## config.mk

```make
export PLATFORM = sky130hd
export DESIGN_NAME = strike_wdt
export DESIGN_NICKNAME = d
export VERILOG_FILES = /design/src/rtl/strike_wdt_pkg.sv /design/src/rtl/strike_wdt_regs.sv /design/src/rtl/strike_wdt_timer.sv /design/src/rtl/strike_wdt_monitor.sv /design/src/rtl/strike_wdt.sv
export SDC_FILE = /design/constraint.sdc
export NUM_CORES = 1
export LEC_CHECK = 0
export BUFFER_PORTS_ARGS = -buffer_cell sky130_fd_sc_hd__buf_2
export CAP_MARGIN = 10
export CORE_ASPECT_RATIO = 0.75
export CORE_MARGIN = 3
export CORE_UTILIZATION = 30
export DETAILED_ROUTE_END_ITERATION = 7
export GPL_TIMING_DRIVEN = 0
export PLACE_DENSITY = 0.57
export SYNTH_ARGS = -nofsm -noshare
export SYNTH_HDL_FRONTEND = slang
export SYNTH_HIERARCHICAL = 1
export SYNTH_SLANG_ARGS = --single-unit
```

## constraint.sdc

```tcl
create_clock -name clk -period 4.6 [get_ports clk]
set_clock_uncertainty 0.15 [all_clocks]
set_input_delay 0.69 -clock clk [delete_from_list [all_inputs] [get_ports clk]]
set_output_delay 0.69 -clock clk [all_outputs]
set_load 0.1 [all_outputs]
```

## src/rtl/strike_wdt_pkg.sv

```systemverilog
package strike_wdt_pkg;

    // register byte offsets
    localparam logic [7:0] OFS_TMR_CFG = 8'h00;
    localparam logic [7:0] OFS_TMR_IRQ = 8'h04;
    localparam logic [7:0] OFS_WD_CTRL = 8'h08;

    // bit positions inside the register words
    localparam int BIT_TMR_EN   = 31;
    localparam int BIT_TMR_AUTO = 30;
    localparam int BIT_IRQ_ACK  = 30;
    localparam int BIT_WD_EN    = 5;
    localparam int BIT_WD_SRC   = 4;
    localparam int BIT_WD_RST   = 2;

    typedef struct packed {
        logic en;
        logic src;
        logic rst_en;
    } wd_ctrl_t;

    typedef struct packed {
        logic cfg_wr;
        logic irq_ack;
        logic ctrl_wr;
    } bus_strobe_t;

endpackage

```

## src/rtl/strike_wdt_regs.sv

```systemverilog
module strike_wdt_regs
    import strike_wdt_pkg::*;
#(
    parameter int CNT_W  = 24,
    parameter int ADDR_W = 4
) (
    input  logic              clk,
    input  logic              rst_n,
    input  logic              bus_wr,
    input  logic [ADDR_W-1:0] bus_addr,
    input  logic [31:0]       bus_wdata,
    input  logic              tmr_en,
    input  logic              tmr_auto,
    input  logic [CNT_W-1:0]  tmr_period,
    input  logic              irq_pend,
    output bus_strobe_t       stb,
    output logic              cfg_en,
    output logic              cfg_auto,
    output logic [CNT_W-1:0]  cfg_period,
    output wd_ctrl_t          ctrl,
    output wd_ctrl_t          ctrl_nx,
    output logic [31:0]       bus_rdata
);

    localparam logic [31:0] CNT_MASK  = (32'(1) << CNT_W) - 32'(1);
    localparam logic [31:0] USED_MASK = CNT_MASK
                                      | (32'(1) << BIT_TMR_EN)
                                      | (32'(1) << BIT_TMR_AUTO)
                                      | (32'(1) << BIT_WD_EN)
                                      | (32'(1) << BIT_WD_SRC)
                                      | (32'(1) << BIT_WD_RST);

    typedef struct packed {
        wd_ctrl_t ctrl;
    } regs_state_t;

    regs_state_t s_d, s_q;
    logic        hit_cfg, hit_irq, hit_ctrl;
    logic        unused_wdata;

    assign unused_wdata = ^(bus_wdata & ~USED_MASK);

    always_comb begin
        hit_cfg  = (bus_addr == ADDR_W'(OFS_TMR_CFG));
        hit_irq  = (bus_addr == ADDR_W'(OFS_TMR_IRQ));
        hit_ctrl = (bus_addr == ADDR_W'(OFS_WD_CTRL));

        stb.cfg_wr  = bus_wr && hit_cfg;
        stb.irq_ack = bus_wr && hit_irq && bus_wdata[BIT_IRQ_ACK];
        stb.ctrl_wr = bus_wr && hit_ctrl;

        cfg_en     = bus_wdata[BIT_TMR_EN];
        cfg_auto   = bus_wdata[BIT_TMR_AUTO];
        cfg_period = bus_wdata[CNT_W-1:0];

        s_d = s_q;
        if (stb.ctrl_wr) begin
            s_d.ctrl.en     = bus_wdata[BIT_WD_EN];
            s_d.ctrl.src    = bus_wdata[BIT_WD_SRC];
            s_d.ctrl.rst_en = bus_wdata[BIT_WD_RST];
        end

        bus_rdata = '0;
        if (hit_cfg) begin
            bus_rdata[CNT_W-1:0]    = tmr_period;
            bus_rdata[BIT_TMR_EN]   = tmr_en;
            bus_rdata[BIT_TMR_AUTO] = tmr_auto;
        end else if (hit_irq) begin
            bus_rdata[BIT_IRQ_ACK]  = irq_pend;
        end else if (hit_ctrl) begin
            bus_rdata[BIT_WD_EN]    = s_q.ctrl.en;
            bus_rdata[BIT_WD_SRC]   = s_q.ctrl.src;
            bus_rdata[BIT_WD_RST]   = s_q.ctrl.rst_en;
        end
    end

    always_ff @(posedge clk) begin
        if (!rst_n) s_q <= '0;
        else        s_q <= s_d;
    end

    assign ctrl    = s_q.ctrl;
    assign ctrl_nx = s_d.ctrl;

endmodule

```

## src/rtl/strike_wdt_timer.sv

```systemverilog
module strike_wdt_timer #(
    parameter int CNT_W = 24
) (
    input  logic             clk,
    input  logic             rst_n,
    input  logic             tick,
    input  logic             cfg_wr,
    input  logic             cfg_en,
    input  logic             cfg_auto,
    input  logic [CNT_W-1:0] cfg_period,
    input  logic             irq_ack,
    input  logic             kill,
    output logic             expire,
    output logic             en_o,
    output logic             auto_o,
    output logic [CNT_W-1:0] period_o,
    output logic             pend_o
);

    localparam logic [CNT_W-1:0] ONE = CNT_W'(1);

    typedef struct packed {
        logic             en;
        logic             auto_rl;
        logic [CNT_W-1:0] period;
        logic [CNT_W-1:0] cnt;
        logic             pend;
    } tmr_state_t;

    tmr_state_t s_d, s_q;

    always_comb begin
        s_d    = s_q;
        expire = 1'b0;

        if (cfg_wr) begin
            // a new configuration restarts the count from the full period
            s_d.en      = cfg_en;
            s_d.auto_rl = cfg_auto;
            s_d.period  = cfg_period;
            s_d.cnt     = cfg_period;
        end else if (s_q.en && tick && (s_q.cnt != '0)) begin
            if (s_q.cnt == ONE) begin
                expire = 1'b1;
                s_d.cnt = s_q.auto_rl ? s_q.period : '0;
            end else begin
                s_d.cnt = s_q.cnt - ONE;
            end
        end

        // a fresh expiry outranks an acknowledge; a reset strike outranks both
        s_d.pend = (s_q.pend && !irq_ack) || expire;
        if (kill) s_d.pend = 1'b0;
    end

    always_ff @(posedge clk) begin
        if (!rst_n) s_q <= '0;
        else        s_q <= s_d;
    end

    assign en_o     = s_q.en;
    assign auto_o   = s_q.auto_rl;
    assign period_o = s_q.period;
    assign pend_o   = s_q.pend;

endmodule

```

## src/rtl/strike_wdt_monitor.sv

```systemverilog
module strike_wdt_monitor
    import strike_wdt_pkg::*;
#(
    parameter int RST_PULSE = 16
) (
    input  logic     clk,
    input  logic     rst_n,
    input  logic     expire,
    input  logic     irq_ack,
    input  wd_ctrl_t ctrl,
    input  wd_ctrl_t ctrl_nx,
    output logic     fire,
    output logic     sys_rst
);

    localparam int            PW       = $clog2(RST_PULSE + 1);
    localparam logic [PW-1:0] PULSE_LD = PW'(RST_PULSE);

    typedef struct packed {
        logic          armed;
        logic [PW-1:0] pulse;
    } mon_state_t;

    mon_state_t s_d, s_q;
    logic       live;

    always_comb begin
        live = ctrl.en && !ctrl.src && ctrl.rst_en;
        fire = live && expire && s_q.armed && !irq_ack;

        s_d = s_q;
        // first strike arms; an acknowledge or a leaving of the live state disarms
        s_d.armed = live && !fire && ((s_q.armed && !irq_ack) || expire);

        if (!ctrl_nx.en)              s_d.pulse = '0;
        else if (fire)                s_d.pulse = PULSE_LD;
        else if (s_q.pulse != '0)     s_d.pulse = s_q.pulse - PW'(1);
    end

    always_ff @(posedge clk) begin
        if (!rst_n) s_q <= '0;
        else        s_q <= s_d;
    end

    assign sys_rst = (s_q.pulse != '0);

endmodule

```

## src/rtl/strike_wdt.sv

```systemverilog
module strike_wdt
    import strike_wdt_pkg::*;
#(
    parameter int CNT_W     = 24,
    parameter int RST_PULSE = 16,
    parameter int ADDR_W    = 4
) (
    input  logic              clk,
    input  logic              rst_n,
    input  logic              us_tick,
    input  logic              bus_wr,
    input  logic [ADDR_W-1:0] bus_addr,
    input  logic [31:0]       bus_wdata,
    output logic [31:0]       bus_rdata,
    output logic              irq_o,
    output logic              sys_rst_o
);

    bus_strobe_t      stb_w;
    logic             cfg_en_w, cfg_auto_w;
    logic [CNT_W-1:0] cfg_period_w;
    wd_ctrl_t         ctrl_w, ctrl_nx_w;
    logic             tmr_en_w, tmr_auto_w;
    logic [CNT_W-1:0] tmr_period_w;
    logic             expire_w, fire_w;

    strike_wdt_regs #(.CNT_W(CNT_W), .ADDR_W(ADDR_W)) u_regs (
        .clk        (clk),
        .rst_n      (rst_n),
        .bus_wr     (bus_wr),
        .bus_addr   (bus_addr),
        .bus_wdata  (bus_wdata),
        .tmr_en     (tmr_en_w),
        .tmr_auto   (tmr_auto_w),
        .tmr_period (tmr_period_w),
        .irq_pend   (irq_o),
        .stb        (stb_w),
        .cfg_en     (cfg_en_w),
        .cfg_auto   (cfg_auto_w),
        .cfg_period (cfg_period_w),
        .ctrl       (ctrl_w),
        .ctrl_nx    (ctrl_nx_w),
        .bus_rdata  (bus_rdata)
    );

    strike_wdt_timer #(.CNT_W(CNT_W)) u_timer (
        .clk        (clk),
        .rst_n      (rst_n),
        .tick       (us_tick),
        .cfg_wr     (stb_w.cfg_wr),
        .cfg_en     (cfg_en_w),
        .cfg_auto   (cfg_auto_w),
        .cfg_period (cfg_period_w),
        .irq_ack    (stb_w.irq_ack),
        .kill       (fire_w),
        .expire     (expire_w),
        .en_o       (tmr_en_w),
        .auto_o     (tmr_auto_w),
        .period_o   (tmr_period_w),
        .pend_o     (irq_o)
    );

    strike_wdt_monitor #(.RST_PULSE(RST_PULSE)) u_mon (
        .clk     (clk),
        .rst_n   (rst_n),
        .expire  (expire_w),
        .irq_ack (stb_w.irq_ack),
        .ctrl    (ctrl_w),
        .ctrl_nx (ctrl_nx_w),
        .fire    (fire_w),
        .sys_rst (sys_rst_o)
    );

endmodule

```

Word level (Yosys, flattened, before mapping)
Cells that the tools add are included.
{"block": "classes", "eq_ne": 3, "reduce_logical": 28, "add_sub_neg": 2, "muxes": 22, "n_bitwise": 2}
{"cell": "$mux W24", "n": 4}
{"cell": "$eq A24 B1 Y1 const B", "n": 1}
{"cell": "$reduce_bool A24 Y1", "n": 1}
{"cell": "$sub A24 B1 Y24 const B", "n": 1}
{"cell": "$mux W18", "n": 1}
{"cell": "$logic_and A1 B1 Y1", "n": 15}
{"cell": "$mux W1", "n": 10}
{"cell": "$mux W5", "n": 2}
{"cell": "$mux W2", "n": 4}
{"cell": "$reduce_bool A5 Y1", "n": 1}
{"cell": "$sub A5 B1 Y5 const B", "n": 1}
{"cell": "$eq A4 B3 Y1 const B", "n": 1}
{"cell": "$eq A4 B4 Y1 const B", "n": 1}
{"cell": "$logic_not A4 Y1", "n": 1}
{"cell": "$reduce_bool A2 Y1", "n": 2}
{"cell": "$logic_not A1 Y1", "n": 3}
{"cell": "$mux W3", "n": 1}
{"cell": "$reduce_or A3 Y1", "n": 1}
{"cell": "$logic_or A1 B1 Y1", "n": 2}
{"cell": "$not A1 Y1", "n": 2}
{"cell": "$reduce_and A2 Y1", "n": 1}
{"cell": "$reduce_or A2 Y1", "n": 1}
{"block": "word_totals", "reg_bits": 60, "output_inout_bits": 34, "in_bits": 40}

Longest topological paths before layout
{"block": "depth", "ltp_word": 10, "depth_mapped": 11}

Hierarchy
The synthesis kept the hierarchy.
{"mod": "strike_wdt_timer", "instances": 1, "cells_per_inst": 364, "seq_area_each_um2": 1021.0, "area_per_inst_um2": 2971.6}
{"mod": "strike_wdt_regs", "instances": 1, "cells_per_inst": 88, "seq_area_each_um2": 60.1, "area_per_inst_um2": 676.9}
{"mod": "strike_wdt_monitor", "instances": 1, "cells_per_inst": 32, "seq_area_each_um2": 120.1, "area_per_inst_um2": 296.5}

Least setup slack after synthesis
Ideal clock, no wire load.
{"block": "synth_timing", "kind": "register to output", "start": "reg u_timer.s_q, in the netlist u_timer/pend_o", "end": "out bus_rdata[30]", "t_arrival_ns": 2.401, "path_stages_with_launch": 3, "setup_slack_ns": 1.359, "path_cell_list": "dfxtp_1 mux2i_1 nor2_1"}
{"block": "synth_between", "elab_chain_len": 2}
{"item": "from (decl)", "line_no": "strike_wdt_timer.sv:30", "rtl": "tmr_state_t s_d, s_q;"}
{"item": "from (signal assigned)", "line_no": "strike_wdt_timer.sv:57", "rtl": "if (!rst_n) s_q <= '0;"}
{"item": "from (signal assigned)", "line_no": "strike_wdt_timer.sv:58", "rtl": "else s_q <= s_d;"}
{"item": "$mux W1", "line_no": "strike_wdt_regs.sv:68", "rtl": "end else if (hit_irq) begin"}
{"item": "$mux W1", "line_no": "strike_wdt_regs.sv:64", "rtl": "if (hit_cfg) begin"}
{"item": "to (decl)", "line_no": "strike_wdt.sv:14", "rtl": "output logic [31:0] bus_rdata,"}
No other way between the ends.

==> impl_metrics.json <==
{
  "run_status": "completed",
  "crit-reg2reg-launch": "u_timer/s_q[17]",
  "report.final.hold_viol_count": 0,
  "layout-drive-gt1-share_pct": 25.8,
  "critical_path.cell_chain": "buf_2 > or3_4 > nor2_4 > clkbuf_2 > and2_1 > clkbuf_1 > clkbuf_1 > clkbuf_1 > mux2i_1 > nor2_1",
  "number_of_antenna_violations_at_the_first_check_in_global_routing": 0,
  "timing.critical_path.slowest_cell_delay_ns": 0.70,
  "cts_tree": "yes",
  "worstSkewPairLatency_ns": 0.33,
  "num_antenna_cells": 0,
  "layout_common_cells": "nor2_1 (60), dfxtp_1 (60), buf_4 (58), buf_2 (43), nand2_1 (34)",
  "synth.cell_area_um2": 3920,
  "cts_resized": 0,
  "total_number_of_h_tree_levels": 3,
  "ys_warn_count": 6,
  "hold_class": "register to register",
  "die_x_um": 138,
  "number_of_primary_i_o_pins": 74,
  "hold_start": "u_regs/ctrl[1]",
  "min_period_over_period_pct": 80.2,
  "whs_endpoint": "u_regs/ctrl[1]",
  "ant_nets": 0,
  "synthCells": 482,
  "worst_path_fanout_max": 10,
  "worst_r2r_endpoint": "u_mon/s_q[3]",
  "critPathRequiredTime_ns": 4.65,
  "die_height_um": 105,
  "finalSetupViolCount": 0,
  "fin_hold_ws_ns": 0.334,
  "grt_first_pass_wirelength_um": 19500,
  "grt_setup_unrepaired": "false",
  "grt_max_degree": 13,
  "post_drt_via_cell_ratio": 5.19,
  "worst_path_slowest_cell": "clkbuf_1",
  "cellPowerDensity_nw_per_um2": 329,
  "final_nets": 581,
  "peak_supply_drop_uv": 173,
  "post-cts-setup-buffer-count": 0,
  "syn_area_per_cell_um2": 8.12,
  "worst-endpoint-arrival_ns": 3.73,
  "cts.root.buffer_cell": "clkbuf_16",
  "worst_setup_hold_path_clk_slew_ns": 0.06,
  "reg2reg_setup_slack_ns": 1.95,
  "tns_ns": 0,
  "max-slew-margin-rel_pct": 33.4,
  "dpl_wire_length_um": 9160,
  "port-buffer-count": 39,
  "die-area_um2": 14500,
  "place.gp.congestion": 0.951,
  "globalRoute.totalOverflow": 0,
  "drt-wirelength-per-cell_um": 17.4,
  "core_area_um2": 12500,
  "filler_cell_count": 1394,
  "max_freq_mhz": 271,
  "drt_iter0_drc": 277,
  "clock_sinks": 60,
  "static-leakage-power_nw": 1.97,
  "cts_hold_buffers": 0,
  "critPathKind": "primary input to register",
  "num_rows": 35,
  "route.vias.total": 3674,
  "critical_path.most_common_cell": "clkbuf_1",
  "ctsLongestPathBuffers": 2,
  "critical_path.startpoint_type": "primary input",
  "place.detailed.instances": 692,
  "r2r_cells": 6,
  "worst_hold_path.num_cells": 2,
  "area_growth_syn_to_layout_pct": 19.0,
  "final.min_clock_period_ns": 3.69,
  "detail_route.wirelength_um": 12300,
  "report.final.slew_viol_count": 0,
  "start_util_pct": 31.3,
  "worst-slew-pin-transition_ns": 0.994,
  "max-cap-violations": 0,
  "globalRouteTotalUtil_pct": 17.3,
  "drt_drc_violations_left": 0,
  "cts_buffers": 9,
  "firstDrtPassIters": 5,
  "postLayoutCoreUtil_pct": 37.2,
  "first_global_vias": 3616,
  "cp-end-kind": "register",
  "final_cells": 708
}
[layer usage]
layer,vias up,global-route usage [%],routed length [um]
li1,1785,-,-
met1,1744,25.8,6200
met2,138,25.7,5250
met3,7,4.23,814
met4,0,2.82,80
met5,-,0,0
[flip-flops by register name, summed over array words and instances (netlist names)]
name	cells
u_timer/en_o	1
u_regs/ctrl	3
u_timer/s_q	24
u_mon/s_q	6
u_timer/auto_o	1
u_timer/pend_o	1
u_timer/period_o	24
[report_power, final]
group | switching, W | total [W] | internal (W)
Clock | 0.000260 | 0.000737 | 0.000478
Combinational | 0.000153 | 0.000255 | 0.000101
Sequential | 0.0000113 | 0.000540 | 0.000529
Total | 0.000425 | 0.00153 | 0.00111
[how the worst max path moves through the flow]
stage,start,end
2_1_floorplan,u_timer/pend_o,bus_rdata[30]
3_3_place_gp,bus_addr[3],u_timer/period_o[3]
3_5_place_dp,bus_addr[1],u_timer/period_o[9]
4_1_cts,bus_addr[1],u_timer/period_o[9]
5_1_grt,bus_addr[3],u_timer/period_o[8]
6_report,bus_addr[1],u_timer/period_o[7]
[area by class of cell]
type | count | area [um^2] | area share [%]
inverters | 10 | 37.5 | 0.805
clock inverters | 7 | 98.8 | 2.12
plain buffers | 83 | 552 | 11.8
flip-flops and latches | 60 | 1200 | 25.8
repair buffers | 39 | 195 | 4.19
clock buffers | 9 | 225 | 4.83
well taps | 166 | 208 | 4.46
multi-input cells | 334 | 2140 | 46.0
[stage by stage]
| step | cell area (um^2) | power (W) | worst slack, ns |
|---|---|---|---|
| floorplan | 3930 | 0.000745 | 1.36 |
| global placement | 4340 | 0.000799 | 0.554 |
| detailed placement | 4340 | 0.000801 | 0.552 |
| CTS | 4660 | 0.00154 | 0.861 |
| global route | 4660 | 0.00159 | 0.690 |
| finish | 4660 | 0.00153 | 0.913 |
[worst max-delay path: cells and delay by family]
family / cells / cell delay, ns
buffers and inverters: 5 / 1.97
and+or+nand+nor: 4 / 0.80
muxes: 1 / 0.27
Power figures use the tool's default switching activity.
